$ cat config.mk
export PLATFORM = sky130hd
export DESIGN_NAME = cpdec_top
export DESIGN_NICKNAME = d
export VERILOG_FILES = /design/src/rtl/cpdec_pkg.sv /design/src/rtl/cpdec_ctrl.sv /design/src/rtl/cpdec_datapath.sv /design/src/rtl/cpdec_top.sv
export SDC_FILE = /design/constraint.sdc
export NUM_CORES = 1
export LEC_CHECK = 0
export ABC_AREA = 1
export BUFFER_PORTS_ARGS = -buffer_cell sky130_fd_sc_hd__buf_2
export CAP_MARGIN = 5
export CORE_UTILIZATION = 41
export CTS_BUF_LIST = sky130_fd_sc_hd__clkbuf_16
export DETAILED_ROUTE_END_ITERATION = 8
export PLACE_DENSITY = 0.78
export SYNTH_ARGS = -nofsm -noshare
export SYNTH_HDL_FRONTEND = slang
export SYNTH_SLANG_ARGS = --single-unit
$ cat constraint.sdc
create_clock -name clk -period 1 [get_ports clk]
set_clock_uncertainty 0.2 [all_clocks]
set_input_delay 0 -clock clk [delete_from_list [all_inputs] [get_ports clk]]
set_output_delay 0 -clock clk [all_outputs]
set_load 0.05 [all_outputs]
$ cat src/rtl/cpdec_pkg.sv
package cpdec_pkg;
  localparam int CLASS_N = 11;
  localparam int CL_MULTI   = 0;
  localparam int CL_CTRL    = 1;
  localparam int CL_STORE   = 2;
  localparam int CL_CONST   = 3;
  localparam int CL_SCALE   = 4;
  localparam int CL_ARITH   = 5;
  localparam int CL_BSHORT  = 6;
  localparam int CL_BLONG   = 7;
  localparam int CL_COND    = 8;
  localparam int CL_SAVE    = 9;
  localparam int CL_RESTORE = 10;

  localparam int T0_RULES = 5;

  typedef struct packed {
    logic capture;
  } ctrlStrobeS;
endpackage

$ cat src/rtl/cpdec_ctrl.sv
module cpdec_ctrl
  import cpdec_pkg::*;
(
  input  logic       clk,
  input  logic       rstN,
  input  logic       inValid,
  output ctrlStrobeS strobe,
  output logic       outDone
);
  always_comb strobe.capture = inValid;

  always_ff @(posedge clk or negedge rstN) begin
    if (!rstN) outDone <= 1'b0;
    else       outDone <= inValid;
  end

  a_r9_done_follows: assert property (@(posedge clk) disable iff (!rstN)
    inValid |=> outDone);
  a_r9_done_single: assert property (@(posedge clk) disable iff (!rstN)
    !inValid |=> !outDone);
endmodule

$ cat src/rtl/cpdec_datapath.sv
module cpdec_datapath
  import cpdec_pkg::*;
#(
  parameter int COPROC_ID = 1,
  parameter int LEN_W     = 4
) (
  input  logic               clk,
  input  logic               rstN,
  input  ctrlStrobeS         strobe,
  input  logic [15:0]        opWord,
  input  logic [15:0]        extWord,
  input  logic               superMode,
  output logic [CLASS_N-1:0] classOut,
  output logic               illegalOut,
  output logic               privOut,
  output logic [LEN_W-1:0]   lenOut
);
  localparam logic [LEN_W-1:0] LEN_BASE  = LEN_W'(4);
  localparam logic [LEN_W-1:0] LEN_SHORT = LEN_W'(2);
  localparam logic [LEN_W-1:0] LEN_LONG  = LEN_W'(6);
  localparam logic [2:0]       ID_VAL    = 3'(COPROC_ID);

  localparam logic [15:0] T0_MASK  [T0_RULES] = '{16'hC000, 16'hC000, 16'hE000, 16'hFC00, 16'hA07F};
  localparam logic [15:0] T0_MATCH [T0_RULES] = '{16'hC000, 16'h8000, 16'h6000, 16'h5C00, 16'h0026};

  logic [T0_RULES-1:0] t0Hit;
  for (genvar i = 0; i < T0_RULES; i++) begin : gRule
    assign t0Hit[i] = (extWord & T0_MASK[i]) == T0_MATCH[i];
  end

  logic               prefixOk, idOk;
  logic [2:0]         typeF;
  logic [CLASS_N-1:0] nextClass;
  logic               nextIll, nextPriv, found;
  logic [LEN_W-1:0]   nextLen;

  assign prefixOk = &opWord[15:12];
  assign idOk     = opWord[11:9] == ID_VAL;
  assign typeF    = opWord[8:6];

  always_comb begin
    nextClass = '0;
    nextIll   = 1'b0;
    nextPriv  = 1'b0;
    nextLen   = LEN_BASE;
    found     = 1'b0;
    if (!prefixOk || !idOk) begin
      nextIll = 1'b1;
    end else begin
      case (typeF)
        3'd0: begin
          for (int i = 0; i < T0_RULES; i++) begin
            if (!found && t0Hit[i]) begin
              nextClass[i] = 1'b1;
              found = 1'b1;
            end
          end
          if (!found) nextClass[CL_ARITH] = 1'b1;
        end
        3'd1: nextClass[CL_COND] = 1'b1;
        3'd2: nextClass[CL_BSHORT] = 1'b1;
        3'd3: begin
          nextClass[CL_BLONG] = 1'b1;
          nextLen = LEN_LONG;
        end
        3'd4, 3'd5: begin
          nextLen = LEN_SHORT;
          if (superMode) nextClass[typeF[0] ? CL_RESTORE : CL_SAVE] = 1'b1;
          else           nextPriv = 1'b1;
        end
        default: nextIll = 1'b1;
      endcase
    end
    if (nextIll) begin
      nextClass = '0;
      nextLen   = '0;
    end
  end

  always_ff @(posedge clk or negedge rstN) begin
    if (!rstN) begin
      classOut   <= '0;
      illegalOut <= 1'b0;
      privOut    <= 1'b0;
      lenOut     <= '0;
    end else if (strobe.capture) begin
      classOut   <= nextClass;
      illegalOut <= nextIll;
      privOut    <= nextPriv;
      lenOut     <= nextLen;
    end
  end

  a_r1_illegal_empty: assert property (@(posedge clk) disable iff (!rstN)
    illegalOut |-> (classOut == '0 && lenOut == '0 && !privOut));
  a_r7_priv_excl: assert property (@(posedge clk) disable iff (!rstN)
    privOut |-> (classOut == '0 && lenOut == LEN_SHORT));
  a_r11_onehot: assert property (@(posedge clk) disable iff (!rstN)
    $onehot0(classOut));
  a_r8_long_len: assert property (@(posedge clk) disable iff (!rstN)
    classOut[CL_BLONG] |-> lenOut == LEN_LONG);
  a_r6_save_len: assert property (@(posedge clk) disable iff (!rstN)
    (classOut[CL_SAVE] || classOut[CL_RESTORE]) |-> lenOut == LEN_SHORT);
  a_r9_hold: assert property (@(posedge clk) disable iff (!rstN)
    !strobe.capture |=> ($stable(classOut) && $stable(lenOut) && $stable(illegalOut) && $stable(privOut)));
endmodule

$ cat src/rtl/cpdec_top.sv
module cpdec_top
  import cpdec_pkg::*;
#(
  parameter int COPROC_ID = 1,
  parameter int LEN_W     = 4
) (
  input  logic               clk,
  input  logic               rstN,
  input  logic               inValid,
  input  logic [15:0]        opWord,
  input  logic [15:0]        extWord,
  input  logic               superMode,
  output logic               outDone,
  output logic [CLASS_N-1:0] classOut,
  output logic               illegalOut,
  output logic               privOut,
  output logic [LEN_W-1:0]   lenOut
);
  ctrlStrobeS strobe;

  cpdec_ctrl uCtrl (
    .clk(clk), .rstN(rstN), .inValid(inValid), .strobe(strobe), .outDone(outDone)
  );

  cpdec_datapath #(.COPROC_ID(COPROC_ID), .LEN_W(LEN_W)) uDp (
    .clk(clk), .rstN(rstN), .strobe(strobe), .opWord(opWord), .extWord(extWord),
    .superMode(superMode), .classOut(classOut), .illegalOut(illegalOut),
    .privOut(privOut), .lenOut(lenOut)
  );
endmodule

==> impl_metrics.csv <==
group,metric,value,unit
die,initial_core_util,45.8,%
worst_setup_path,slowest_stage,"dfrtp_2",
worst_setup_path,reg2reg_slack,50,ps
final_layout,drive_gt1_share,49.0,%
detailed_routing,final_antenna_net_count,0,
detailed_routing,routed_wl,2200,microns
detailed_routing,vias,894,
min_path,hold-path-endpoint,"uDp.privOut",
worst_setup_path,crit_path_start_kind,"flop",
grt,grt_pass1_wl,3430,microns
die,coreArea,1820,sq um
synth,synthCells,107,
run_status,violations,"hold timing, setup timing",
min_path,hold_depth,2,
worst_setup_path,timing_worst_setup_path_type,"flop to output pin",
grt,track_usage,22.5,%
detailed_routing,wl_per_cell,12.1,microns
pwr,p_per_area,1230,nW/um^2
clocking,cts_tree,"yes",
place,place_area,1100,sq um
timing,fin_worst_hold_slack,-229,ps
worst_setup_path,crit_required,800,ps
grt,grt_pass1_vias,839,
final_layout,postLayoutCoreUtil,72.2,%
pwr,cellLeakagePower,0.649,nW
clocking,cts.clk_slew.worst_paths,50,ps
die,io_pins,54,
die,dieWidth,47.1,microns
job,drv_cap,0,
pwr,irDropWorstVdd,0.975,mV
synth,synth_area,833,sq um
synth,synth_seq_cells,16,
place,dp_cells,175,
final_layout,antenna_cells,0,
min_path,min_path_type,"primary input to flop",
worst_setup_path,cp_cell_sequence,"buf_6",
worst_setup_path,cp_slowest_stage_delay,410,ps
place,dp_slack,-67.1,ps
worst_setup_path,critPathTopFamily,"flip-flops",
worst_setup_path,r2r_end,"uDp.classOut[0]",
timing,min_period,1020,ps
place,dp_hpwl,1590,microns
die,dieArea,2220,sq um
final_layout,area_growth,57.8,%
detailed_routing,viasPerCell,4.91,
worst_setup_path,regToRegStartpoint,"uDp.classOut[0]",
grt,overflow,0,
timing,slew_viol_final,0,
timing,hold_viol_final,16,
synth,synth_area_per_cell,7.79,sq um
clocking,cts_made_buffers,3,
synth,ys_types,20,
timing,fmaxAchievable,0.984,GHz
timing,setup_ws,-16.1,ps
synth,yosysSeqAreaShare,48.0,%
final_layout,final_area,1320,sq um
worst_setup_path,path_buf_inv,1,
grt,grt_max_degree,19,
detailed_routing,drtIter0Drc,16,
final_layout,stdcell_count,182,
die,num_rows,15,
place,place.gp.congestion,0.817,
timing,fin_crit_sh,102,%
clocking,htreeDepth,1,
clocking,cts-root-buf,"clkbuf_16",
synth,ys_warn_count,0,
clocking,cts_sinks,16,
timing,rsz0062_at_grt,"true",
place,port_buffers,42,
die,die_h,47.1,microns
worst_setup_path,cp-end-kind,"output pin",
worst_setup_path,r2r_cells,3,
clocking,clkLatencyLatePin,240,ps
clocking,ctsLongestPathBuffers,2,
detailed_routing,firstDrtPassIters,4,
min_path,min-delay-start,"superMode",
worst_setup_path,crit_arrival,820,ps
final_layout,fin_nets,194,
grt,antenna_found_initial,0,
worst_setup_path,crit_fanout,2,
timing,finalSetupViolations,12,
run_status,status,"complete, but fails checks",
detailed_routing,drc,0,
[state kept, by name, summed over array words and instances, names as in the netlist]
name            flops
uCtrl.outDone       1
uDp.classOut       11
uDp.illegalOut      1
uDp.lenOut          2
uDp.privOut         1
[placed cells by master (no fill, tap or decap), drive strengths merged]
cell	synthesis	layout
o31ai	3	3
nor3	4	4
clkbuf	0	3
dlygate4sd3	0	2
a21oi	2	2
nand2	27	27
nand3	15	15
dfrtp	16	16
o21ai	5	5
inv	11	11
nor2	15	15
conb	1	2
clkinv	0	1
nand4	1	1
buf	4	47
nand3b	2	2
or2	1	1
[kinds of logic after synthesis]
logic type,count (synthesis),synth area share [%]
compound gates,10,8.11
buf+inv,15,7.96
flops,16,48.0
other cells,1,0.450
simple gates,65,35.4
[worst max path at each step]
stage	start	end	slack (ps)	cells past startpoint
finish	uDp.classOut[9]	classOut[9]	-20	1
detailed placement	opWord[10]	uDp.illegalOut	-70	7
floorplan	uDp.classOut[10]	uDp.classOut[10]	10	2
global placement	opWord[10]	uDp.illegalOut	-30	7
global route	uDp.classOut[8]	classOut[8]	-30	1
CTS	uDp.classOut[9]	classOut[9]	-10	1
[per-layer routing]
layer / up-vias / track usage (%) / share of wire, %
met5: - / 0 / 0
met4: 0 / 8.00 / 0.55
met3: 2 / 3.85 / 3.6
met2: 29 / 40.8 / 53
met1: 422 / 26.5 / 43
li1: 441 / - / -
[through the flow]
| stage | TNS (ps) | total power [mW] | hold slack (ps) |
|---|---|---|---|
| finish | -60.3 | 1.62 | -229 |
| global route | -293 | 1.68 | -206 |
| CTS | -84.2 | 1.63 | -246 |
| detailed placement | -166 | 0.848 | -269 |
| global placement | -39.4 | 0.842 | -276 |
| floorplan | 0 | 0.758 | -496 |
[synthesized netlist by cell type]
master / number / share of area [%]
inv_1: 7 / 3.2
nand3_1: 15 / 9.0
nor2_2: 2 / 1.5
dfrtp_1: 16 / 48
o31ai_2: 2 / 3.0
inv_2: 4 / 1.8
buf_2: 2 / 1.2
nand3b_1: 2 / 1.8
nor2_1: 12 / 5.4
o31ai_1: 1 / 0.90
nor3_1: 4 / 2.4
a21oi_1: 2 / 1.2
conb_1: 1 / 0.45
nand2_2: 1 / 0.75
nor2_4: 1 / 1.4
nand4_1: 1 / 0.75
nand2_1: 26 / 12
buf_4: 2 / 1.8
or2_2: 1 / 0.75
o21ai_1: 5 / 3.0
[final cells by class]
class	instances	area (sq um)
fillers	143	505
clock inverters	1	3.75
inverters	11	41.3
well taps	25	31.3
flip-flops and latches	16	419
multi-input cells	77	373
clock buffers	3	75.1
repair buffers	49	372
[what timing repair did]
action                                  CTS  global route
gates resized for setup                  32             2
setup buffers                             1             0
pin swaps                                 0             1
hold endpoints to repair                 32            15
endpoints found under the setup margin   16            17
hold buffers                              1             1
[worst register-to-register path, cell delays in order (launching register included)]
cell and delay (ps):
dfrtp_2 410, buf_4 140, nand2_2 50, nand2_1 40
[where the power goes]
group | internal [mW] | switching [mW]
combinational | 0.0749 | 0.121
sequential | 0.651 | 0.00155
clock | 0.530 | 0.242
No activity file was read; power rests on OpenSTA's default activity.
